[config.mk]
export PLATFORM = sky130hd
export DESIGN_NAME = cfgspace_router
export DESIGN_NICKNAME = d
export VERILOG_FILES = /design/src/rtl/cfgr_pkg.sv /design/src/rtl/cfgr_decode.sv /design/src/rtl/cfgr_presence.sv /design/src/rtl/cfgr_delay.sv /design/src/rtl/cfgspace_router.sv
export SDC_FILE = /design/constraint.sdc
export NUM_CORES = 1
export LEC_CHECK = 0
export ABC_AREA = 1
export BUFFER_PORTS_ARGS = -buffer_cell sky130_fd_sc_hd__clkbuf_2
export CORE_ASPECT_RATIO = 1.1
export CORE_UTILIZATION = 35
export CTS_BUF_LIST = sky130_fd_sc_hd__clkbuf_16
export DETAILED_ROUTE_END_ITERATION = 8
export GPL_ROUTABILITY_DRIVEN = 0
export GPL_TIMING_DRIVEN = 0
export PLACE_DENSITY = 0.54
export SETUP_SLACK_MARGIN = 0.5
export SLEW_MARGIN = 20
export SYNTH_ARGS = -nofsm -noshare
export SYNTH_HDL_FRONTEND = slang
export SYNTH_SLANG_ARGS = --single-unit
[constraint.sdc]
create_clock -name clk -period 1.6 [get_ports clk]
set_clock_uncertainty 0.15 [all_clocks]
set_input_delay 0 -clock clk [delete_from_list [all_inputs] [get_ports clk]]
set_output_delay 0 -clock clk [all_outputs]
set_load 0.1 [all_outputs]
[src/rtl/cfgr_pkg.sv]
package cfgr_pkg;

  localparam int CFG_DW = 32;

  typedef enum logic [1:0] {
    ST_IDLE = 2'd0,
    ST_WAIT = 2'd1,
    ST_RESP = 2'd2
  } rtr_state_e;

  // Byte count encodings that a slot can take.
  function automatic logic size_legal(input logic [2:0] sz);
    return (sz == 3'd1) || (sz == 3'd2) || (sz == 3'd4);
  endfunction

  // Byte-lane mask for a size; zero for illegal sizes.
  function automatic logic [CFG_DW-1:0] lane_mask(input logic [2:0] sz);
    logic [CFG_DW-1:0] m;
    case (sz)
      3'd1:    m = 32'h0000_00FF;
      3'd2:    m = 32'h0000_FFFF;
      3'd4:    m = 32'hFFFF_FFFF;
      default: m = '0;
    endcase
    return m;
  endfunction

endpackage

[src/rtl/cfgr_decode.sv]
module cfgr_decode #(
  parameter int          ADDR_W   = 32,
  parameter int          DEV_W    = 5,
  parameter int          FUNC_W   = 3,
  parameter int          REG_W    = 8,
  parameter logic [31:0] WIN_BASE = 32'h0
) (
  input  logic [ADDR_W-1:0]       addr,
  output logic [DEV_W-1:0]        dev,
  output logic [FUNC_W-1:0]       func,
  output logic [REG_W-1:0]        regb,
  output logic [DEV_W+FUNC_W-1:0] slot
);
  localparam int FIELD_W = DEV_W + FUNC_W + REG_W;

  logic [FIELD_W-1:0] offset;

  // Low bits of a difference depend only on low bits of the operands.
  always_comb begin
    offset = addr[FIELD_W-1:0] - WIN_BASE[FIELD_W-1:0];
    regb   = offset[REG_W-1:0];
    func   = offset[REG_W+FUNC_W-1:REG_W];
    dev    = offset[FIELD_W-1:REG_W+FUNC_W];
    slot   = {dev, func};
  end
endmodule

[src/rtl/cfgr_presence.sv]
module cfgr_presence #(
  parameter int SLOT_W = 8
) (
  input  logic              clk,
  input  logic              rst,
  input  logic              set_en,
  input  logic [SLOT_W-1:0] set_slot,
  input  logic [SLOT_W-1:0] rd_slot,
  output logic              rd_hit
);
  localparam int N_SLOT = 1 << SLOT_W;

  logic [N_SLOT-1:0] bits_q;

  for (genvar g = 0; g < N_SLOT; g++) begin : g_slot
    always_ff @(posedge clk) begin
      if (rst)
        bits_q[g] <= 1'b0;
      else if (set_en && (set_slot == SLOT_W'(g)))
        bits_q[g] <= 1'b1;
    end
  end

  assign rd_hit = bits_q[rd_slot];
endmodule

[src/rtl/cfgr_delay.sv]
module cfgr_delay #(
  parameter int LAT = 1
) (
  input  logic clk,
  input  logic rst,
  input  logic start,
  output logic done
);
  localparam int LAT_EFF = (LAT < 1) ? 1 : LAT;
  localparam int CNT_W   = (LAT_EFF < 2) ? 1 : $clog2(LAT_EFF);

  logic             busy_q;
  logic [CNT_W-1:0] cnt_q;

  always_ff @(posedge clk) begin
    if (rst) begin
      busy_q <= 1'b0;
      cnt_q  <= '0;
    end else if (start) begin
      busy_q <= 1'b1;
      cnt_q  <= CNT_W'(LAT_EFF - 1);
    end else if (busy_q) begin
      if (cnt_q == '0)
        busy_q <= 1'b0;
      else
        cnt_q <= cnt_q - 1'b1;
    end
  end

  assign done = busy_q && (cnt_q == '0);
endmodule

[src/rtl/cfgspace_router.sv]
module cfgspace_router
  import cfgr_pkg::*;
#(
  parameter int          ADDR_W    = 32,
  parameter int          N_DEV     = 32,
  parameter int          N_FUNC    = 8,
  parameter int          REG_BYTES = 256,
  parameter logic [31:0] WIN_BASE  = 32'h0,
  parameter int          LAT_CYC   = 1,
  parameter int          CLK_RATIO = 1
) (
  input  logic                                     clk,
  input  logic                                     rst,
  input  logic                                     reg_valid,
  input  logic [$clog2(N_DEV)-1:0]                 reg_dev,
  input  logic [$clog2(N_FUNC)-1:0]                reg_func,
  input  logic                                     req_valid,
  output logic                                     req_ready,
  input  logic [ADDR_W-1:0]                        req_addr,
  input  logic [2:0]                               req_size,
  input  logic                                     req_write,
  input  logic [31:0]                              req_wdata,
  output logic                                     rsp_valid,
  input  logic                                     rsp_ready,
  output logic [31:0]                              rsp_rdata,
  output logic                                     rsp_err,
  output logic                                     cfg_valid,
  output logic [$clog2(N_DEV)+$clog2(N_FUNC)-1:0]  cfg_slot,
  output logic [$clog2(REG_BYTES)-1:0]             cfg_reg,
  output logic [2:0]                               cfg_size,
  output logic                                     cfg_write,
  output logic [31:0]                              cfg_wdata,
  input  logic [31:0]                              cfg_rdata
);
  localparam int DEV_W  = $clog2(N_DEV);
  localparam int FUNC_W = $clog2(N_FUNC);
  localparam int REG_W  = $clog2(REG_BYTES);
  localparam int SLOT_W = DEV_W + FUNC_W;
  localparam int LAT    = LAT_CYC * CLK_RATIO;

  rtr_state_e        state_q;
  logic [DEV_W-1:0]  dec_dev;
  logic [FUNC_W-1:0] dec_func;
  logic [REG_W-1:0]  dec_reg;
  logic [SLOT_W-1:0] dec_slot;
  logic              hit;
  logic              accept;
  logic              ok_size;
  logic              fwd;
  logic              err_a;
  logic [31:0]       init_data;
  logic [31:0]       data_hold_q;
  logic [31:0]       data_next;
  logic              err_hold_q;
  logic              dly_done;

  cfgr_decode #(
    .ADDR_W  (ADDR_W),
    .DEV_W   (DEV_W),
    .FUNC_W  (FUNC_W),
    .REG_W   (REG_W),
    .WIN_BASE(WIN_BASE)
  ) u_dec (
    .addr(req_addr),
    .dev (dec_dev),
    .func(dec_func),
    .regb(dec_reg),
    .slot(dec_slot)
  );

  cfgr_presence #(.SLOT_W(SLOT_W)) u_pres (
    .clk     (clk),
    .rst     (rst),
    .set_en  (reg_valid),
    .set_slot({reg_dev, reg_func}),
    .rd_slot (dec_slot),
    .rd_hit  (hit)
  );

  cfgr_delay #(.LAT(LAT)) u_dly (
    .clk  (clk),
    .rst  (rst),
    .start(accept),
    .done (dly_done)
  );

  assign req_ready = (state_q == ST_IDLE);
  assign accept    = req_valid && req_ready;

  always_comb begin
    ok_size   = size_legal(req_size);
    fwd       = ok_size && hit;
    err_a     = !ok_size || (req_write && !hit);
    init_data = (!ok_size || req_write || hit) ? 32'h0 : lane_mask(req_size);
    data_next = (cfg_valid && !cfg_write) ? (cfg_rdata & lane_mask(cfg_size))
                                          : data_hold_q;
  end

  always_ff @(posedge clk) begin
    if (rst) begin
      state_q     <= ST_IDLE;
      cfg_valid   <= 1'b0;
      cfg_slot    <= '0;
      cfg_reg     <= '0;
      cfg_size    <= '0;
      cfg_write   <= 1'b0;
      cfg_wdata   <= '0;
      data_hold_q <= '0;
      err_hold_q  <= 1'b0;
      rsp_valid   <= 1'b0;
      rsp_rdata   <= '0;
      rsp_err     <= 1'b0;
    end else begin
      cfg_valid <= 1'b0;
      case (state_q)
        ST_IDLE: begin
          if (accept) begin
            cfg_valid   <= fwd;
            cfg_slot    <= dec_slot;
            cfg_reg     <= dec_reg;
            cfg_size    <= req_size;
            cfg_write   <= req_write;
            cfg_wdata   <= req_wdata & lane_mask(req_size);
            data_hold_q <= init_data;
            err_hold_q  <= err_a;
            state_q     <= ST_WAIT;
          end
        end
        ST_WAIT: begin
          data_hold_q <= data_next;
          if (dly_done) begin
            rsp_valid <= 1'b1;
            rsp_rdata <= data_next;
            rsp_err   <= err_hold_q;
            state_q   <= ST_RESP;
          end
        end
        ST_RESP: begin
          if (rsp_ready) begin
            rsp_valid <= 1'b0;
            state_q   <= ST_IDLE;
          end
        end
        default: state_q <= ST_IDLE;
      endcase
    end
  end
endmodule

==> results_dict.tcl <==
set metrics [dict create \
    status "finished, violations left" \
    failed_checks "hold timing, setup timing" \
    cp.required_ps 1880 \
    root_buffer "clkbuf_16" \
    fin_util_pct 55.7 \
    finalMaxSlewViolations 0 \
    cts_buffers 43 \
    max_stage_delay_ps 330 \
    crit_arrival_ps 2260 \
    via_per_inst 5.42 \
    max-cap-violations 0 \
    vias 17000 \
    power_mw 22.8 \
    drt-initial-drc-count 1567 \
    die_w_um 202 \
    end_kind "flop" \
    power_frac_comb_pct 16.8 \
    rsz0062_at_grt "true" \
    whs_ps -258 \
    layout_setup_ws_ps -374 \
    rows 80 \
    synth_area_um2 15400 \
    syn_inst 2133 \
    dr_wl_met3_um 4550 \
    fin_setup_tns_ps -15500 \
    dp_slack_ps -1320 \
    largest_reg_flops 256 \
    top_register "u_pres.bits_q" \
    async_flop_share_pct 0 \
    place_area_um2 17700 \
    cts_tree "done" \
    port_buffers 181 \
    syn_to_final_growth_pct 57.0 \
    drc_errors 0 \
    dp_hpwl_um 39700 \
    wl_per_cell_um 21.3 \
    groute.usage.overall_pct 28.7 \
    antenna_found_initial 2 \
    dp.cells 2888 \
    switching_share_pct 29.4 \
    ys.warnings.count 0 \
    first_pass_iters 7 \
    dr_wl_met2_um 32800 \
    htree_num_levels 2 \
    wl_met1_um 26100 \
    worst_slew_pin_slew_ps 914 \
    cpMostUsedCell "nand2_2" \
    dieArea_um2 44700 \
    max_slew_margin_pct 39.0 \
    yosysSeqAreaShare_pct 49.4 \
    cp_max_fo 4 \
    power_density_nw_per_um2 945 \
    final_nets 2635 \
    fmax_ghz 0.507 \
    syn_nets 2246 \
    path_class "flop to flop" \
    core_um2 43300 \
    start_kind "flop" \
    synth_edf_count 0 \
    fin_area_um2 24100 \
    grt_start_max_net_pins 14 \
    vdd.ir_drop.worst_uv 788 \
    clock_power_share_pct 40.6 \
    insertion_delay_ps 590 \
    switchingPower_mw 6.70 \
    initial_core_util_pct 35.5 \
    die_h_um 222 \
    ant_nets 0 \
    grt_pass1_wl_um 98600 \
    grt_pass1_vias 16400 \
    clockBufferDepth 3 \
    power_leakage_nw 9.72 \
    seqPwrFrac_pct 42.6 \
    synth.distinct_cells 27 \
    topRoutingLayerUsed "met4" \
    setup_violations 71 \
    drive_above_1_share_pct 35.1 \
    fin_cells 3132 \
    synth_ff_type "dfxtp_1" \
    min_period_ps 1970 \
    routed_wl_um 66600 \
    cts.sinks 379 \
    yosysTopAreaCell "dfxtp_1" \
    crit_chain "nand2_1 -> nand3_1 -> nand3_1 -> nand3_1 -> nand3_2 -> nand2_4 -> nand2_2 -> nand3_2 -> nand3_4 -> buf_4 -> nand2_2 -> nand2_2 -> nand2_2 -> a21oi_1" \
    hold_class "primary input to flop" \
    critPathSlowestCell "dfxtp_1" \
    synth_top_area_share_pct 49.4 \
    p_int_mw 16.1 \
    avgSynthCellArea_um2 7.20 \
    synth_seq_cells 379 \
    overflow 0 \
    fin_crit_sh_pct 123 \
    clk_pin_slew_worst_paths_ps 60 \
    num_io_pins 201 \
    hold_viol 98 \
    synth_area_leaders "dfxtp_1, a21oi_1, nand2_1" \
]
[timing repair]
action,in CTS,in global routing
buffers inserted,61,10
gates resized for setup,598,252
endpoints found under the setup margin,463,467
hold buffers,81,1
pin swaps,109,141
cloned,10,0
hold endpoints to repair,195,30
[cell usage after synthesis (2+ instances only)]
master,number
a21oi_1,330
a22oi_1,50
a2bb2oi_1,3
a31oi_1,3
buf_1,14
buf_2,41
clkbuf_1,102
clkinv_1,4
dfxtp_1,379
inv_1,93
nand2_1,392
nand3_1,266
nand3_2,2
nor2_1,351
nor3_1,20
o21ai_0,72
[logic make-up (layout without fill, tap and decap cells)]
logic type      Yosys count  in the layout  share of synthesized area [%]
simple gates           1036           1036                           28.0
buf+inv                 257            679                           6.69
flops                   379            379                           49.4
compound gates          461            461                           16.0
other cells               0              3                              0
[critical path, delay by kind of cell, from the launching register on]
kind,cells,cell delay (ps)
AO/OA/AOI/OAI,1,70
AND/OR/NAND/NOR,12,1140
buffers and inverters,1,150
flip-flops,1,330
[metal layers]
metal	track usage (%)	vias up
li1	-	7863
met1	35.3	8122
met2	49.3	800
met3	3.85	199
met4	13.9	0
met5	0	-
[placed cells by master (no fill, tap or decap), types with 24 or more instances in the layout]
| master | instances |
|---|---|
| buf_2 | 52 |
| a21oi_2 | 29 |
| nand3_2 | 100 |
| dlygate4sd3_1 | 81 |
| buf_4 | 52 |
| o21ai_2 | 32 |
| nor2_1 | 335 |
| dfxtp_1 | 247 |
| nand2_2 | 44 |
| inv_1 | 95 |
| a22oi_2 | 26 |
| dfxtp_2 | 124 |
| nand3_1 | 154 |
| a22oi_1 | 24 |
| a21oi_1 | 299 |
| o21ai_1 | 33 |
| clkbuf_2 | 115 |
| clkbuf_1 | 27 |
| clkbuf_16 | 150 |
| nand2_1 | 338 |
[worst paths after layout]
path / from / endpoint / slack (ps) / depth (start not counted)
max: u_pres.bits_q[189] / err_hold_q / -370 / 14
min: req_size[0] / cfg_size[0] / -260 / 4
max reg2reg: u_pres.bits_q[189] / err_hold_q / -370 / 14
min reg2reg: u_pres.bits_q[253] / u_pres.bits_q[253] / 300 / 2
[power groups by stage]
| stage | clock network (mW) | logic, mW | registers [mW] |
|---|---|---|---|
| after floorplan | 0 | 1.10 | 10.5 |
| after global placement | 0 | 2.60 | 9.84 |
| after detailed placement | 0 | 2.61 | 9.85 |
| after CTS | 9.30 | 3.54 | 9.70 |
| after global routing | 9.71 | 3.97 | 9.72 |
| final | 9.26 | 3.84 | 9.71 |
[cell type report]
class                           instances  area [µm²]
Sequential cell                       379        7770
Clock buffer                           44        1100
Clock inverter                         34         188
Fill cell                            3839       19200
Antenna cell                            3        7.51
Tap cell                              574         718
Timing Repair Buffer                  344        4290
Buffer                                159        1320
Multi-Input combinational cell       1497        8340
Inverter                               98         389
(Power assumes the default switching activity.)
